[config.mk]
export PLATFORM = sky130hd
export DESIGN_NAME = key_matrix_scanner
export DESIGN_NICKNAME = d
export VERILOG_FILES = /design/src/rtl/key_matrix_scanner.sv
export SDC_FILE = /design/constraint.sdc
export NUM_CORES = 1
export LEC_CHECK = 0
export ABC_CLOCK_PERIOD_IN_PS = 2450
export BUFFER_PORTS_ARGS = -buffer_cell sky130_fd_sc_hd__buf_2
export CAP_MARGIN = 20
export CORE_ASPECT_RATIO = 1.4
export CORE_MARGIN = 1.5
export CORE_UTILIZATION = 53
export DETAILED_ROUTE_END_ITERATION = 8
export PLACE_DENSITY = 0.76
export SLEW_MARGIN = 20
export SYNTH_ARGS = -nofsm -noshare
export SYNTH_HDL_FRONTEND = slang
export SYNTH_SLANG_ARGS = --single-unit
[constraint.sdc]
create_clock -name clk -period 2.45 [get_ports clk]
set_clock_uncertainty 0.15 [all_clocks]
set_input_delay 0.49 -clock clk [delete_from_list [all_inputs] [get_ports clk]]
set_output_delay 0.49 -clock clk [all_outputs]
set_load 0.005 [all_outputs]
[src/rtl/key_matrix_scanner.sv]
module key_matrix_scanner #(
  parameter int ROWS = 4,
  parameter int COLS = 6,
  parameter int SLOT = 128
) (
  input  logic                 clk,
  input  logic                 rst_n,
  input  logic                 cs_n,
  input  logic [COLS-1:0]      sense_n,
  output logic [ROWS-1:0]      drive_n,
  output logic [ROWS*COLS-1:0] key_image,
  output logic                 req
);
  localparam int KEYS = ROWS * COLS;
  localparam int CW   = (SLOT > 1) ? $clog2(SLOT) : 1;
  localparam int RW   = (ROWS > 1) ? $clog2(ROWS) : 1;

  logic [COLS-1:0] sense_m, sense_s;
  logic            cs_m, cs_s, cs_q;
  logic            scanning, pass, mism;
  logic [CW-1:0]   cnt;
  logic [RW-1:0]   row;
  logic [KEYS-1:0] first;

  wire [COLS-1:0] seen     = ~sense_s;
  wire [COLS-1:0] prev_row = first[row*COLS +: COLS];
  wire            slot_end = (cnt == CW'(SLOT-1));
  wire            last_row = (row == RW'(ROWS-1));
  wire            mism_now = mism | (prev_row != seen);

  assign drive_n = scanning ? ~(ROWS'(1) << row) : '0;

  always_ff @(posedge clk or negedge rst_n) begin
    if (!rst_n) begin
      sense_m   <= '1;
      sense_s   <= '1;
      cs_m      <= 1'b0;
      cs_s      <= 1'b0;
      cs_q      <= 1'b0;
      scanning  <= 1'b0;
      pass      <= 1'b0;
      mism      <= 1'b0;
      cnt       <= '0;
      row       <= '0;
      first     <= '0;
      key_image <= '0;
      req       <= 1'b0;
    end else begin
      sense_m <= sense_n;
      sense_s <= sense_m;
      cs_m    <= cs_n;
      cs_s    <= cs_m;
      cs_q    <= cs_s;
      if (cs_s && !cs_q) req <= 1'b0;
      if (!scanning) begin
        if (cs_s && !req && !(&sense_s)) begin
          scanning <= 1'b1;
          pass     <= 1'b0;
          mism     <= 1'b0;
          cnt      <= '0;
          row      <= '0;
        end
      end else if (!cs_s) begin
        scanning <= 1'b0;
      end else begin
        cnt <= cnt + 1'b1;
        if (slot_end) begin
          cnt <= '0;
          if (!pass) first[row*COLS +: COLS] <= seen;
          else       mism <= mism_now;
          if (last_row) begin
            row <= '0;
            if (!pass) begin
              pass <= 1'b1;
            end else begin
              scanning <= 1'b0;
              if (!mism_now && first != '0) begin
                key_image <= first;
                req       <= 1'b1;
              end
            end
          end else begin
            row <= row + 1'b1;
          end
        end
      end
    end
  end

  assert_one_row_R3: assert property (@(posedge clk) disable iff (!rst_n)
    (drive_n == '0) || ($countones(drive_n) == ROWS-1));

  assert_nonempty_R5: assert property (@(posedge clk) disable iff (!rst_n)
    $rose(req) |-> (key_image != '0));

  assert_req_needs_cs_R7: assert property (@(posedge clk) disable iff (!rst_n)
    $rose(req) |-> $past(cs_s));

  assert_abort_on_cs_R7: assert property (@(posedge clk) disable iff (!rst_n)
    !cs_s |=> (drive_n == '0));

  assert_lockout_R8: assert property (@(posedge clk) disable iff (!rst_n)
    req |-> (drive_n == '0));

  assert_hold_R8: assert property (@(posedge clk) disable iff (!rst_n)
    (req && $past(req)) |-> $stable(key_image));
endmodule

## Word level (Yosys, flattened, before mapping)

Cells that the tools add are included.
W data, S select, Z words.

| word-level totals | value |
|---|---|
| memory bits (read-only) | 0 |
| bits in latches | 0 |
| bits of input ports | 9 |
| memory bits (writable) | 0 |
| word-level logic and storage cells | 82 |
| flip-flop bits (word level) | 76 |
| output and inout bits | 29 |
| memories | 0 |

| operators by class | value |
|---|---|
| order comparisons | 0 |
| bitwise gates (word level) | 4 |
| shifts and indexed selects | 4 |
| div/mod/pow operators | 0 |
| reduce and logical (&&, ||, !) cells | 17 |
| equal/unequal tests | 7 |
| add/subtract/negate cells | 3 |
| $mul | 1 |
| muxes and demuxes | 33 |

Operators with widths:

| operator | count |
|---|---|
| $neg A5 Y34 | 1 |
| $shift A6 B34 Y24 const A | 1 |
| $shiftx A6 B34 Y24 | 1 |
| $mux W7 | 4 |
| $bwmux W24 | 1 |
| $reduce_bool A24 Y1 | 1 |
| $shiftx A24 B6 Y6 | 1 |
| $mux W1 | 22 |
| $reduce_and A4 Y1 | 3 |
| $reduce_and A6 Y1 | 2 |
| $mux W2 | 5 |
| $add A7 B1 Y7 const B | 1 |
| $eq A7 B7 Y1 const B | 1 |
| $ne A2 B1 Y1 const B | 3 |
| $ne A6 B6 Y1 | 1 |
| $not A6 Y6 | 1 |
| $logic_and A1 B1 Y1 | 4 |
| $logic_not A1 Y1 | 4 |
| $mul A2 B2 Y4 const B | 1 |
| $mux W4 | 1 |
| $not A4 Y4 | 1 |
| $shl A1 B2 Y4 const A | 1 |
| $reduce_and A3 Y1 | 1 |
| $add A2 B1 Y2 const B | 1 |
| 6 further kinds | 6 |

## Logic depth before layout (Yosys ltp)

| logic depth | value |
|---|---|
| depth in word-level cells | 12 |
| mapped depth | 9 |
| mapped depth without buffers | 8 |

## Worst setup path before layout

Ideal clock, no wire load.

| timing path | value |
|---|---|
| path kind | register -> register |
| from | register row[0] |
| to | register key_image[10] |
| slack | -0.013 ns |
| library setup time | 0.125 ns |
| arrival | 2.188 ns |
| period minus slack after synthesis | 2.463 ns |
| stages on the path, launching flop included | 8 |
| path buffers | 2 |
| data required time | 2.175 ns |
| cells stage by stage | dfrtp_1 > buf_2 > mux4_2 > xnor2_1 > a211oi_2 > nand4_4 > buf_6 > mux2_4 |

| on the way | value |
|---|---|
| cells in the longest elaborated chain, start to end | 7 |
| elaborated cells between the ends (all ways) | 8 |
| those cells by class | mul (1); eq/ne (2); shift (1); bitwise (1); reduce/logical (3) |

Ends and longest elaborated chain:

| element | line | RTL |
|---|---|---|
| from (decl) | 22 | `logic [RW-1:0] row;` |
| from (signal assigned) | 83 | `row <= row + 1'b1;` |
| $mul A2 B2 Y4 | 26 | `wire [COLS-1:0] prev_row = first[row*COLS +: COLS];` |
| $shiftx A24 B6 Y6 | 26 |  |
| $ne A6 B6 Y1 | 29 | `wire mism_now = mism \| (prev_row != seen);` |
| $or A1 B1 Y1 | 29 |  |
| $logic_not A1 Y1 | 77 | `if (!mism_now && first != '0) begin` |
| $logic_and A1 B1 Y1 | 77 |  |
| $reduce_and A6 Y1 (no line) (*) | n/a |  |
| to (signal assigned) | 78 | `key_image <= first;` |
| to (decl) | 11 | `output logic [ROWS*COLS-1:0] key_image,` |

Mark *: on every way between the ends. The rest lies on a longest branch, timed or not.
A chain may end at the register's enable or synchronous reset.

## Final worst setup path

| timing path | value |
|---|---|
| from | register row[1] |
| to | register key_image[17] |

The elaborated chain is that of the path after synthesis.

==> impl_results.md <==
* Core area at 6570 um2
* Critical path arrival at 2.44 ns
* Final Cell Area at 4250 um2
* Commonest cells post-synth: 64 x dfrtp_1, 46 x nand2_1, 19 x mux2_4, 19 x o21ai_0, 13 x xnor2_1
* Reg2Reg Depth at 8
* Sequential area share after synthesis at 0.534
* Status: finished with violations
* Most common cell in the netlist: dfrtp_1
* Worst Path Required at 2.54 ns
* Final core occ at 0.647
* Via/cell ratio at 5.72
* Antenna-violating nets left at 0
* Cells after Synth at 313
* # hold bufs at CTS at 0
* Number of global-route vias before repair at 2630
* Crit Path Max Fanout at 25
* Gr usage total at 0.238
* CTS HTree Levels at 3
* Clk sink count at 76
* CP endpoint kind: flop
* Fin Hold WS at -0.0122 ns
* DR DRC count at 0
* Syn nets at 331
* Slew Limit Fails at 0
* CTS tree: built
* P per Cell Area at 681 nW/um2
* Final hold vios at 12
* Cell row count at 35
* R2R setup slack at 0.1 ns
* Syn avg cell area at 11.5 um2
* Max Freq at 425 MHz
* # diodes at 0
* Failing checks: hold timing
* Max_slew headroom at 0.727
* CP endpoint: key_image[17]$_DFFE_PN0P_
* First-pass GRT wire length at 13.0 mm
* Asr flop ratio synth at 1.00
* DP HPWL at 5.59 mm
* Startpoint types: flop
* Post-synth top area cell: dfrtp_1
* Routed WL at 7.83 mm
* I/O Pins at 38
* Area added between synthesis and finish at 18.5%
* Number of flops mapped to enable cells by yosys at 0
* Initial DRC Count at 223
* Drt first pass iters at 5
* Worst Setup SP: row[1]$_DFFE_PN0P_
* Final GP Congestion at 0.883
* Skew-Pair Late Insertion Delay at 0.36 ns
* Reg2Reg Launch Point: row[1]$_DFFE_PN0P_
* Avg WL per Cell at 17.6 um
* Horiz. Die Dim at 72.5 um
* Synth Cell Area at 3590 um2
* Clock Tree Buf Depth at 2
* P_leak at 2.03 nW
* Die height at 100 um
* Yosys warnings at 0
* Worst-Margin Slew at 0.406 ns
* Unique cell type count in the Yosys netlist at 44
* Initial antenna violation count at 0
* Initial Util at 0.546
* Final Net Count at 384
* Total congestion overflow at 0
* Share of the synthesized area in the top cell type at 0.446
* IO Port Bufs at 37
* Share of layout cells above drive strength 1 at 0.321
* Die Area at 7280 um2
* Area contributors post-synth: dfrtp_1 45%, dfstp_2 8.8%, mux2_4 7.9%
* Instance area at placement at 3970 um2
* Vias post-DR at 2547
* Critical Setup Path Class: reg -> reg
* Root Buffer: clkbuf_8
* Final min period at 2.35 ns
* Largest net degree at the start of global routing at 77
* Peak supply drop at 0.000413 V
* Tcrit/Tclk final at 0.961
* Max Cap Violations at 0
* Final setup fails at 0
* Ys flop type: dfrtp_1
* Hold Crit Class: in -> async
* Reg2reg end: key_image[17]$_DFFE_PN0P_
* Flops & latches, synth at 76
* Total CTS buffers at 9
* Clock Pin Slew Worst Setup and Hold Paths at 0.08 ns
## stage by stage
stage          std cells  TNS (ns)  worst slack [ns]  total power, mW
2_1_floorplan        313         0            0.0224             1.64
3_3_place_gp         429   -0.0236           -0.0236             1.81
3_5_place_dp         429    -0.354           -0.0981             1.82
4_1_cts              445         0            0.0140             2.90
5_1_grt              445   -0.0221           -0.0136             3.02
6_report             445         0            0.0966             2.89
## worst min path at each step
stage	from	end	slack, ns	cells past startpoint
after global placement	cs_m$_DFF_PN0_	cs_s$_DFF_PN0_	0.18	0
after global routing	rst_n	key_image[12]$_DFFE_PN0P_	0.02	2
final	rst_n	key_image[12]$_DFFE_PN0P_	-0.01	2
after detailed placement	cs_m$_DFF_PN0_	cs_s$_DFF_PN0_	0.19	0
after floorplan	rst_n	cnt[0]$_DFFE_PN0P_	0.04	0
after CTS	rst_n	key_image[12]$_DFFE_PN0P_	0.003	2
## flip-flops by register name (all words and copies together) (netlist names)
| register | count |
|---|---|
| cs_m | 1 |
| key_image | 24 |
| pass | 1 |
| mism | 1 |
| cnt | 7 |
| cs_q | 1 |
| cs_s | 1 |
| row | 2 |
| scanning | 1 |
| sense_m | 6 |
| sense_s | 6 |
| first | 24 |
| req | 1 |
## area by class of cell
cell class / instances / area, um2
Clock inverter: 3 / 68.8
Sequential cell: 76 / 1920
Timing Repair Buffer: 56 / 368
Multi-Input combinational cell: 214 / 1610
Fill cell: 527 / 2320
Tap cell: 74 / 92.6
Clock buffer: 13 / 159
Inverter: 9 / 33.8
## logic make-up (layout without fill, tap and decap cells)
kind of cell,Yosys count,in the layout,synth area share
AND/OR/NAND/NOR,102,102,0.141
flip-flops,76,76,0.534
AO/OA/AOI/OAI,52,52,0.0941
multiplexers,35,35,0.129
buffers and inverters,23,81,0.0307
XOR/XNOR,16,16,0.0391
adder cells (fa/ha/maj),9,9,0.0314
## cells in the final DEF, fill, tap and decap left out, types with 3 or more instances in the layout
| master | synthesis | layout |
|---|---|---|
| mux2i_1 | 10 | 9 |
| mux2_2 | 5 | 5 |
| xnor2_1 | 13 | 13 |
| nand2b_1 | 4 | 4 |
| nor2_1 | 12 | 12 |
| xor2_1 | 3 | 3 |
| buf_12 | 0 | 3 |
| nor2b_1 | 5 | 5 |
| inv_1 | 8 | 8 |
| nor3_1 | 4 | 3 |
| dfrtp_1 | 64 | 63 |
| o21ai_0 | 19 | 19 |
| nand3_1 | 7 | 7 |
| nand4_1 | 5 | 5 |
| dfstp_2 | 12 | 12 |
| buf_4 | 0 | 17 |
| ha_1 | 9 | 8 |
| mux2_4 | 19 | 19 |
| clkbuf_8 | 0 | 11 |
| nand2_1 | 46 | 44 |
| nor4_1 | 7 | 6 |
| o31ai_1 | 6 | 6 |
| buf_2 | 1 | 36 |
| a21oi_1 | 8 | 8 |
| o41ai_1 | 8 | 7 |
## layer usage
metal,share of wire,track usage,vias up
met5,0,0,-
met4,0.056,0.171,0
met1,0.41,0.291,1215
li1,-,-,1207
met2,0.49,0.380,92
met3,0.049,0.0361,33
## what timing repair did
item                                   4_1_cts  5_1_grt
setup buffers                                0        0
setup endpoints to repair                    9       21
pin swaps                                    0        1
resized for setup                            2        9
endpoints found under the hold margin        0        0
## critical path: stages (launching register included)
cell and delay [ns]:
dfrtp_1 0.40, buf_12 0.17, mux2i_4 0.24, xnor2_1 0.14
nand3_1 0.11, a211oi_2 0.35, nand4_4 0.15, buf_12 0.20
mux2_4 0.31
## power by group
group	internal, mW	switching, mW
combinational	0.194	0.282
clock	0.632	0.445
sequential	1.30	0.0420
total	2.12	0.770
Note: power is estimated with default switching activity, not from simulation.
